===== src/rtl/wrs_pkg.sv =====
package wrs_pkg;

    typedef enum logic [1:0] {
        ST_IDLE = 2'd0,
        ST_WAIT = 2'd1,
        ST_DATA = 2'd2
    } wrs_state_e;

    // Per-cycle control events shared between the sequencer and the request unit.
    typedef struct packed {
        logic start;  // read transfer begins this edge
        logic abort;  // select released while still waiting
        logic take;   // response belongs to the current transfer
    } wrs_ctl_t;

    function automatic logic even_par(input logic [63:0] v);
        return ^v;
    endfunction

endpackage


===== src/rtl/wrs_fsm.sv =====
module wrs_fsm
    import wrs_pkg::*;
(
    input  logic       clk,
    input  logic       rst,
    input  logic       sel_n,
    input  logic       rd_n,
    input  logic       rsp_take,
    output wrs_state_e state,
    output wrs_ctl_t   ctl
);
    wrs_state_e state_nx;

    always_comb begin
        ctl.start = (state == ST_IDLE) && !sel_n && !rd_n;
        ctl.abort = (state == ST_WAIT) && sel_n;
        ctl.take  = rsp_take;
    end

    always_comb begin
        state_nx = state;
        unique case (state)
            ST_IDLE: if (ctl.start) state_nx = ST_WAIT;
            ST_WAIT: begin
                if (sel_n)         state_nx = ST_IDLE;
                else if (rsp_take) state_nx = ST_DATA;
            end
            ST_DATA: if (sel_n) state_nx = ST_IDLE;
            default: state_nx = ST_IDLE;
        endcase
    end

    always_ff @(posedge clk) begin
        if (rst) state <= ST_IDLE;
        else     state <= state_nx;
    end
endmodule


===== src/rtl/wrs_req.sv =====
module wrs_req
    import wrs_pkg::*;
#(
    parameter int ADDR_W = 16,
    parameter int DROP_W = 4
) (
    input  logic              clk,
    input  logic              rst,
    input  wrs_ctl_t          ctl,
    input  logic [ADDR_W-1:0] addr_i,
    input  logic              req_ready_i,
    input  logic              rsp_valid_i,
    output logic              req_valid_o,
    output logic [ADDR_W-1:0] req_addr_o,
    output logic              rsp_take,
    output logic              waiting,
    output logic [DROP_W-1:0] drop_cnt
);
    localparam logic [DROP_W-1:0] DROP_MAX = {DROP_W{1'b1}};

    logic pend;
    logic accepted;
    logic drop_dec;
    logic drop_inc;

    assign req_valid_o = pend;
    assign accepted    = pend && req_ready_i;
    assign drop_dec    = rsp_valid_i && (drop_cnt != '0);
    assign rsp_take    = rsp_valid_i && (drop_cnt == '0) && waiting;
    assign drop_inc    = ctl.abort && ((waiting && !rsp_take) || accepted);

    always_ff @(posedge clk) begin
        if (rst) begin
            pend       <= 1'b0;
            waiting    <= 1'b0;
            req_addr_o <= '0;
        end else begin
            if (ctl.start) begin
                pend       <= 1'b1;
                req_addr_o <= addr_i;
            end else if (ctl.abort || accepted) begin
                pend <= 1'b0;
            end

            if (ctl.abort)     waiting <= 1'b0;
            else if (accepted) waiting <= 1'b1;
            else if (rsp_take) waiting <= 1'b0;
        end
    end

    always_ff @(posedge clk) begin
        if (rst) begin
            drop_cnt <= '0;
        end else if (drop_inc && !drop_dec) begin
            if (drop_cnt != DROP_MAX) drop_cnt <= drop_cnt + 1'b1;
        end else if (drop_dec && !drop_inc) begin
            drop_cnt <= drop_cnt - 1'b1;
        end
    end
endmodule


===== src/rtl/wrs_dpath.sv =====
module wrs_dpath
    import wrs_pkg::*;
#(
    parameter int DATA_W = 32
) (
    input  logic              clk,
    input  logic              rst,
    input  logic              load,
    input  logic [DATA_W-1:0] rsp_data_i,
    input  logic              drive,
    output logic [DATA_W-1:0] data_o,
    output logic              par_o
);
    logic [DATA_W-1:0] word_q;
    logic              par_q;

    always_ff @(posedge clk) begin
        if (rst) begin
            word_q <= '0;
            par_q  <= 1'b0;
        end else if (load) begin
            word_q <= rsp_data_i;
            par_q  <= even_par(64'(rsp_data_i));
        end
    end

    assign data_o = drive ? word_q : '0;
    assign par_o  = drive ? par_q  : 1'b0;
endmodule


===== src/rtl/wait_read_slave.sv =====
module wait_read_slave
    import wrs_pkg::*;
#(
    parameter int ADDR_W = 16,
    parameter int DATA_W = 32,
    parameter int DROP_W = 4
) (
    input  logic              clk,
    input  logic              rst,
    input  logic              sel_n,
    input  logic              rd_n,
    input  logic [ADDR_W-1:0] addr_i,
    output logic              wait_n,
    output logic [DATA_W-1:0] data_o,
    output logic              par_o,
    output logic              drive_o,
    output logic              req_valid_o,
    input  logic              req_ready_i,
    output logic [ADDR_W-1:0] req_addr_o,
    input  logic              rsp_valid_i,
    input  logic [DATA_W-1:0] rsp_data_i
);
    wrs_state_e        state;
    wrs_ctl_t          ctl;
    logic              rsp_take;
    logic              waiting;
    logic [DROP_W-1:0] drop_cnt;

    wrs_fsm i_fsm (
        .clk      (clk),
        .rst      (rst),
        .sel_n    (sel_n),
        .rd_n     (rd_n),
        .rsp_take (rsp_take),
        .state    (state),
        .ctl      (ctl)
    );

    wrs_req #(.ADDR_W(ADDR_W), .DROP_W(DROP_W)) i_req (
        .clk         (clk),
        .rst         (rst),
        .ctl         (ctl),
        .addr_i      (addr_i),
        .req_ready_i (req_ready_i),
        .rsp_valid_i (rsp_valid_i),
        .req_valid_o (req_valid_o),
        .req_addr_o  (req_addr_o),
        .rsp_take    (rsp_take),
        .waiting     (waiting),
        .drop_cnt    (drop_cnt)
    );

    wrs_dpath #(.DATA_W(DATA_W)) i_dpath (
        .clk        (clk),
        .rst        (rst),
        .load       (ctl.take && !ctl.abort),
        .rsp_data_i (rsp_data_i),
        .drive      (drive_o),
        .data_o     (data_o),
        .par_o      (par_o)
    );

    assign wait_n  = (state != ST_WAIT);
    assign drive_o = (state == ST_DATA);
endmodule


===== config.mk =====
export PLATFORM = sky130hd
export DESIGN_NAME = wait_read_slave
export DESIGN_NICKNAME = d
export VERILOG_FILES = /design/src/rtl/wrs_pkg.sv /design/src/rtl/wrs_fsm.sv /design/src/rtl/wrs_req.sv /design/src/rtl/wrs_dpath.sv /design/src/rtl/wait_read_slave.sv
export SDC_FILE = /design/constraint.sdc
export NUM_CORES = 1
export LEC_CHECK = 0
export BUFFER_PORTS_ARGS = -buffer_cell sky130_fd_sc_hd__buf_2
export CAP_MARGIN = 5
export CORE_MARGIN = 1.5
export CORE_UTILIZATION = 52
export CTS_CLUSTER_SIZE = 25
export DETAILED_ROUTE_END_ITERATION = 12
export PLACE_DENSITY = 0.85
export SETUP_SLACK_MARGIN = 0.1
export SYNTH_ARGS = -nofsm -noshare
export SYNTH_HDL_FRONTEND = slang
export SYNTH_HIERARCHICAL = 1
export SYNTH_SLANG_ARGS = --single-unit

===== constraint.sdc =====
create_clock -name clk -period 6.1 [get_ports clk]
set_input_delay 1.22 -clock clk [delete_from_list [all_inputs] [get_ports clk]]
set_output_delay 1.22 -clock clk [all_outputs]
set_load 0.01 [all_outputs]

Word level (Yosys, flattened, before mapping)
Cells that the tools add are included.
- mux-type cells: 14
- $add $sub $neg: 2
- reductions and logical operators: 30
- eq/ne operators: 8
- operators by type and width (kind ; number):
    $reduce_xor 64->1 ; 1
    $mux 32 ; 1
    $logic_and 1x1->1 ; 12
    $mux 4 ; 3
    $mux 2 ; 4
    $logic_not 1->1 ; 6
    $ne 2x2->1 const B ; 3
    $pmux 2 s3 ; 1
    $reduce_bool 2->1 ; 3
    $mux 1 ; 5
    $add 4x1->4 const B ; 1
    $logic_not 4->1 ; 1
    $ne 4x4->1 const B ; 1
    $reduce_bool 4->1 ; 1
    $sub 4x1->4 const B ; 1
    $ne 3x2->1 const B ; 1
    $reduce_and 3->1 ; 1
    $eq 2x1->1 const B ; 1
    $eq 2x2->1 const B ; 1
    $logic_not 2->1 ; 1
    $logic_or 1x1->1 ; 2
    $ne 2x1->1 const B ; 1
    $reduce_and 2->1 ; 1
    $reduce_or 2->1 ; 1
- output and inout bits: 52
- logic and storage cells: 61
- input port bits: 54
- register bits: 57

Depth between registers and ports, before layout
Gate-level depths: netlist of run 1.
- depth after elaboration: 11
- mapped depth: 11
- mapped depth without buffers: 11

Cells and area by module
Netlist of run 1, hierarchy kept.
- modules (own cells, without submodules) (module ; times used ; area an instance (um^2) ; cells an instance ; sequential area each (um^2)):
    wrs_dpath ; 1 ; 1640.3 ; 174 ; 660.6
    wrs_req ; 1 ; 919.6 ; 91 ; 440.4
    wrs_fsm ; 1 ; 110.1 ; 11 ; 40.0
    wait_read_slave ; 1 ; 21.3 ; 3 ; 0.0

Worst setup path after synthesis of run 1
OpenSTA, ideal clock, no wires.
- kind: input port to flip-flop
- from: input sel_n
- to: register i_req.drop_cnt[3]
- buffers on the path: 0
- stages: 11
- required time: 6.030 ns
- setup slack: 2.861 ns
- library setup time: 0.070 ns
- data arrival time: 3.170 ns
- path through: nand2_1 > nor2_1 > inv_1 > o32ai_2 > inv_1 > ha_1 > a21o_2 > a21oi_1 > xnor2_1 > or3_1 > a21oi_1
- RTL lines (what ; line ; text):
    from (decl) ; wait_read_slave.sv:10 ; input logic sel_n,
    to (signal assigned) ; wrs_req.sv:55 ; if (drop_cnt != DROP_MAX) drop_cnt <= drop_cnt + 1'b1;
    to (signal assigned) ; wrs_req.sv:57 ; drop_cnt <= drop_cnt - 1'b1;
    to (decl) ; wrs_req.sv:17 ; output logic [DROP_W-1:0] drop_cnt

==> flow_summary_export.csv, run 1 <==
group,metric,value,unit
global_routing,antenna_found_initial,0,
yosys,synth_seq_cells,57,
yosys,async_reset_ff_share,0,%
finish,n_antenna_cell,0,
sta,worst_slack,2.67,ns
die,rows,26,
finish,synthToLayoutAreaGrowth,29.3,%
critical_path,cp.required,6.35,ns
clock_network,cts_resized,0,
placement,dp_hpwl,3970,um
yosys,yosysTopAreaCellShare,42.4,%
yosys,yosys.area.top_type,"dfxtp_1",
clock_network,numCtsBuffers,9,
global_routing,grt_pass1_wl,8930,um
clock_network,postCtsSetupBuffers,0,
sta,hold_viol_final,0,
clock_network,clk_path_buf_depth,2,
route,viasPerCell,4.90,
placement,port_buffers,105,
clock_network,clock_sinks,57,
route,drt_iter0_drc,131,
die,boundaryPins,106,
route,avgRoutedWirePerCell,12.4,um
global_routing,grt_max_degree,58,
finish,n_fill_cell,398,
yosys,yosysSeqAreaShare,42.4,%
die,fp.dieH,74.9,um
power_and_ir_drop,vdd_drop_max,157,uV
yosys,syn_avg_cell_area,9.65,um2
clock_network,hold_buffers,0,
route,drc,0,
yosys,syn_inst,279,
finish,layout-drive-gt1-share,34.3,%
finish,layout.nets,438,
yosys,ys_types,36,
power_and_ir_drop,leakagePower,1.54,nW
sta,fin_worst_skew,0.00518,ns
critical_path,cp_max_fo,5,
yosys,syn-cell-area,2690,um2
critical_path,crit_arrival,3.68,ns
global_routing,grt_pass1_vias,2048,
sta,setup_violations,0,
sta,period_share,56.2,%
critical_path,r2r_setup_slack,3.20,ns
die,die_x,74.9,um
global_routing,grt-ovfl-total,0,
min_path,min_path_type,"register to register",
clock_network,cts_tree,"done",
yosys,synth_nets,336,
yosys,synth_ff_type,"dfxtp_1",
placement,dpl.cell_count,440,
placement,gp_congestion,0.780,
sta,totalNegativeSetupSlack,0,ns
sta,holdWs,0.483,ns
route,dr.pass1.iters,4,
yosys,netlist_top_cells_area,"dfxtp_1 (42%), mux2i_1 (19%), xnor2_1 (9.1%)",
sta,fmax,0.292,GHz
finish,stdcell_count,455,
clock_network,clk_pin_slew,0.06,ns
yosys,yosysMostFrequentCell,"dfxtp_1",
yosys,ys_top_cells_by_count,"dfxtp_1 (57), nor2_1 (55), mux2i_1 (50)",
die,die-area,5620,um2
route,via_count,2228,
global_routing,grt.total_usage,21.0,%
clock_network,htree_levels,3,
critical_path,startpoint_type,"input pin",
sta,min_period,3.43,ns
sta,worstMarginPinSlew,1.05,ns
yosys,synth_warnings,6,
critical_path,path_class,"input pin to register",
clock_network,clk_latency,0.33,ns
clock_network,clockRootBuffer,"clkbuf_8",
placement,pre_cts_ws,2.38,ns
status,status,"completed",
yosys,synth_edf_count,0,
route,final_antenna_net_count,0,
power_and_ir_drop,powerDensity,287,nW/um2
sta,slew_headroom,30.2,%
flow_run,drv_cap,0,
die,fp.coreArea,5040,um2
critical_path,end_kind,"register",
die,initial_core_util,53.4,%
route,drt-total-wl,5640,um
sta,slew_viol_final,0,
sta,rsz0062_at_grt,"no",
power_and_ir_drop,p_total,1.00,mW
worst paths after layout:
path                                         start                  to  cells past startpoint
worst max-delay path                         sel_n   i_req/drop_cnt[3]                     12
worst min-delay path            i_dpath/word_q[28]  i_dpath/word_q[28]                      2
worst max register to register      i_fsm/state[0]   i_req/drop_cnt[3]                     11
worst min register to register  i_dpath/word_q[28]  i_dpath/word_q[28]                      2
critical path, stage by stage:
cell and delay (ns):
buf_2 0.13, nand2_1 0.06, nor2_1 0.33, inv_1 0.14, o32ai_2 0.42, inv_1 0.16
ha_1 0.30, a21o_2 0.21, a21oi_1 0.16, xnor2_1 0.09, or3_1 0.31, a21oi_1 0.14
through the flow:
step,cell area (um2),utilization (%)
2_1_floorplan,2690,-
3_3_place_gp,3270,64.8
3_5_place_dp,3270,64.8
4_1_cts,3480,69.0
5_1_grt,3480,69.0
6_report,3480,69.0
area by class of cell:
class                   count  area [um2]  area share (%)
multi-input cells         204        1490            42.8
clock buffers              13         179            5.14
clock inverters             2        35.0            1.01
well taps                  70        87.6            2.52
flip-flops and latches     57        1140            32.8
repair buffers            107         541            15.5
inverters                   2        7.51           0.216
cell usage in the layout (no fill, tap or decap), drive strengths merged, types with 2 or more instances in the layout:
cell type	n
nor2b	2
clkbuf	13
and2	33
inv	2
nand2b	2
buf	107
nand2	2
a21oi	4
mux2i	50
ha	2
a211oi	2
xnor2	28
xor2	6
nor4	3
dfxtp	57
nor2	55
report_power, final:
| group | switching, mW | internal [mW] | total (mW) | leakage (nW) |
|---|---|---|---|---|
| Combinational | 0.0991 | 0.114 | 0.213 | 0.969 |
| Sequential | 0.0214 | 0.394 | 0.415 | 0.462 |
| Clock | 0.142 | 0.230 | 0.372 | 0.112 |
logic make-up after synthesis:
logic type      count (synthesis)  synth area share, %
simple gates                  104                 19.3
mux                            51                 19.2
xor+xnor                       34                 11.1
fa+ha+maj                       3                 1.67
buf+inv                        18                 2.79
compound gates                 12                 3.58
flops                          57                 42.4
sequential cells by signal (all words and copies together), names as in the netlist:
signal             flops
i_dpath/par_q          1
i_dpath/word_q        32
i_fsm/state            2
i_req/drop_cnt         4
i_req/req_addr_o      16
i_req/req_valid_o      1
i_req/waiting          1
layer usage:
layer	global-route usage [%]	share of wire, %	up-vias
met5	0	0	-
met1	24.5	42	1038
li1	-	-	1120
met2	34.3	51	64
met4	8.89	1.0	0
met3	8.30	6.0	6
No activity file was read; power rests on OpenSTA's default activity.
==> run 2, diff against run 1 <==
- CORE_UTILIZATION: 52 -> 44
- PLACE_DENSITY: 0.85 -> 0.76
- clock period: 6.1 -> 2.9 ns (I/O delays scaled with it)
==> flow_summary_export.csv, run 2 (synthesis results as in run 1) <==
group,metric,value,unit
finish,layout.nets,443,
route,drc,0,
sta,rsz0062_at_grt,"no",
sta,slew_viol_final,0,
placement,gp_congestion,0.726,
flow_run,drv_cap,0,
die,fp.dieH,81.2,um
global_routing,grt_pass1_wl,9140,um
die,fp.coreArea,5920,um2
critical_path,cp_max_fo,7,
sta,fin_worst_skew,0.00294,ns
route,drt-total-wl,5940,um
clock_network,clk_pin_slew,0.06,ns
finish,layout-drive-gt1-share,35.3,%
route,viasPerCell,4.78,
placement,dp_hpwl,4330,um
placement,port_buffers,105,
route,avgRoutedWirePerCell,12.8,um
die,initial_core_util,45.5,%
clock_network,numCtsBuffers,9,
sta,hold_viol_final,0,
clock_network,clk_latency,0.32,ns
sta,slew_headroom,65.1,%
status,status,"completed",
finish,top_regs,"i_dpath/word_q: 32 flops, i_req/req_addr_o: 16 flops, i_req/drop_cnt: 4 flops",
sta,period_share,87.4,%
global_routing,grt.total_usage,18.3,%
clock_network,clock_sinks,57,
die,boundaryPins,106,
finish,regMostFlops,"i_dpath/word_q",
global_routing,grt_max_degree,35,
sta,setup_violations,0,
finish,mostFrequentLayoutCell,"buf_2",
die,die_x,81.2,um
critical_path,startpoint_type,"register",
route,via_count,2227,
sta,worstMarginPinSlew,0.523,ns
min_path,min_path_type,"register to register",
clock_network,cts_tree,"done",
die,die-area,6600,um2
critical_path,crit_arrival,2.78,ns
power_and_ir_drop,vdd_drop_max,301,uV
clock_network,clk_path_buf_depth,2,
finish,largest_reg_flops,32,
global_routing,grt_pass1_vias,2047,
sta,min_period,2.54,ns
power_and_ir_drop,p_total,2.02,mW
clock_network,clockRootBuffer,"clkbuf_8",
global_routing,grt-ovfl-total,0,
power_and_ir_drop,powerDensity,573,nW/um2
critical_path,cp.required,3.14,ns
critical_path,path_class,"register to register",
critical_path,end_kind,"register",
finish,final_cell_mix,"buf_2 (105), dfxtp_1 (57), nor2_1 (54)",
route,final_antenna_net_count,0,
finish,synthToLayoutAreaGrowth,31.1,%
clock_network,postCtsSetupBuffers,0,
route,drt_iter0_drc,61,
route,dr.pass1.iters,6,
finish,n_antenna_cell,0,
clock_network,htree_levels,3,
finish,n_fill_cell,548,
power_and_ir_drop,leakagePower,1.56,nW
sta,fmax,0.394,GHz
global_routing,antenna_found_initial,0,
die,rows,28,
sta,totalNegativeSetupSlack,0,ns
## run 2: cell count changes in the layout (fill, tap and decap cells not counted)
| cell | before | now |
|---|---|---|
| buf_4 | 2 | 5 |
| buf_12 | 0 | 2 |
| bufinv_16 | 1 | 0 |
| clkbuf_1 | 0 | 1 |
| clkinv_2 | 1 | 2 |
| nor2_1 | 55 | 54 |
| nor2_2 | 0 | 1 |
## run 2: path summary, 6_finish.rpt
| check | from | endpoint | slack [ns] | depth (start not counted) |
|---|---|---|---|---|
| max | i_fsm/state[0] | i_req/drop_cnt[3] | 0.36 | 11 |
| max reg2reg | i_fsm/state[0] | i_req/drop_cnt[3] | 0.36 | 11 |
| min reg2reg | i_req/req_addr_o[5] | i_req/req_addr_o[5] | 0.48 | 2 |
| min | i_req/req_addr_o[5] | i_req/req_addr_o[5] | 0.48 | 2 |
## run 2: metrics by stage
step                      instance area (um2)  hold slack (ns)  setup WS [ns]  util, %  instances
final                                    3530            0.484          0.365     59.6        466
after global routing                     3530            0.472          0.176     59.6        466
after CTS                                3530            0.468          0.294     59.6        466
after detailed placement                 3330            0.476         0.0801     56.3        450
after global placement                   3330            0.464          0.177     56.3        450
after floorplan                          2690            0.452          0.301        -        279
## run 2: critical path: stages (launching register included)
cell	delay (ns)
dfxtp_1	0.47
nand2_1	0.11
nor2_2	0.20
inv_1	0.10
o32ai_2	0.28
inv_1	0.11
ha_1	0.28
a21o_2	0.20
a21oi_1	0.17
xnor2_1	0.09
or3_1	0.30
a21oi_1	0.15
## run 2: area by class of cell
cell class                 instances  area (um2)  share of cell area [%]
tap                               75        93.8                    2.66
multi-input combinational        204        1490                    42.3
clock inverter                     2        10.0                   0.284
sequential                        57        1140                    32.3
clock buffer                      14         183                    5.18
timing repair buffer             112         603                    17.1
inverter                           2        7.51                   0.213
## run 2: metal layers
| metal | wire [um] | vias to the layer above | share of wire (%) | track usage, % |
|---|---|---|---|---|
| met1 | 2570 | 1032 | 43 | 21.6 |
| li1 | - | 1132 | - | - |
| met4 | 107 | 0 | 1.8 | 10.0 |
| met5 | 0 | - | 0 | 0 |
| met3 | 242 | 10 | 4.1 | 4.49 |
| met2 | 3030 | 53 | 51 | 30.3 |
## run 2: power by group
group / internal (mW) / total [mW] / switching [mW]
clock: 0.401 / 0.691 / 0.290
combinational: 0.242 / 0.456 / 0.215
sequential: 0.828 / 0.875 / 0.0467
## run 2: repair_timing
| item | 4_1_cts | 5_1_grt |
|---|---|---|
| gates resized for setup | 0 | 1 |
| hold buffers | 0 | 0 |
| endpoints found under the setup margin | 0 | 1 |
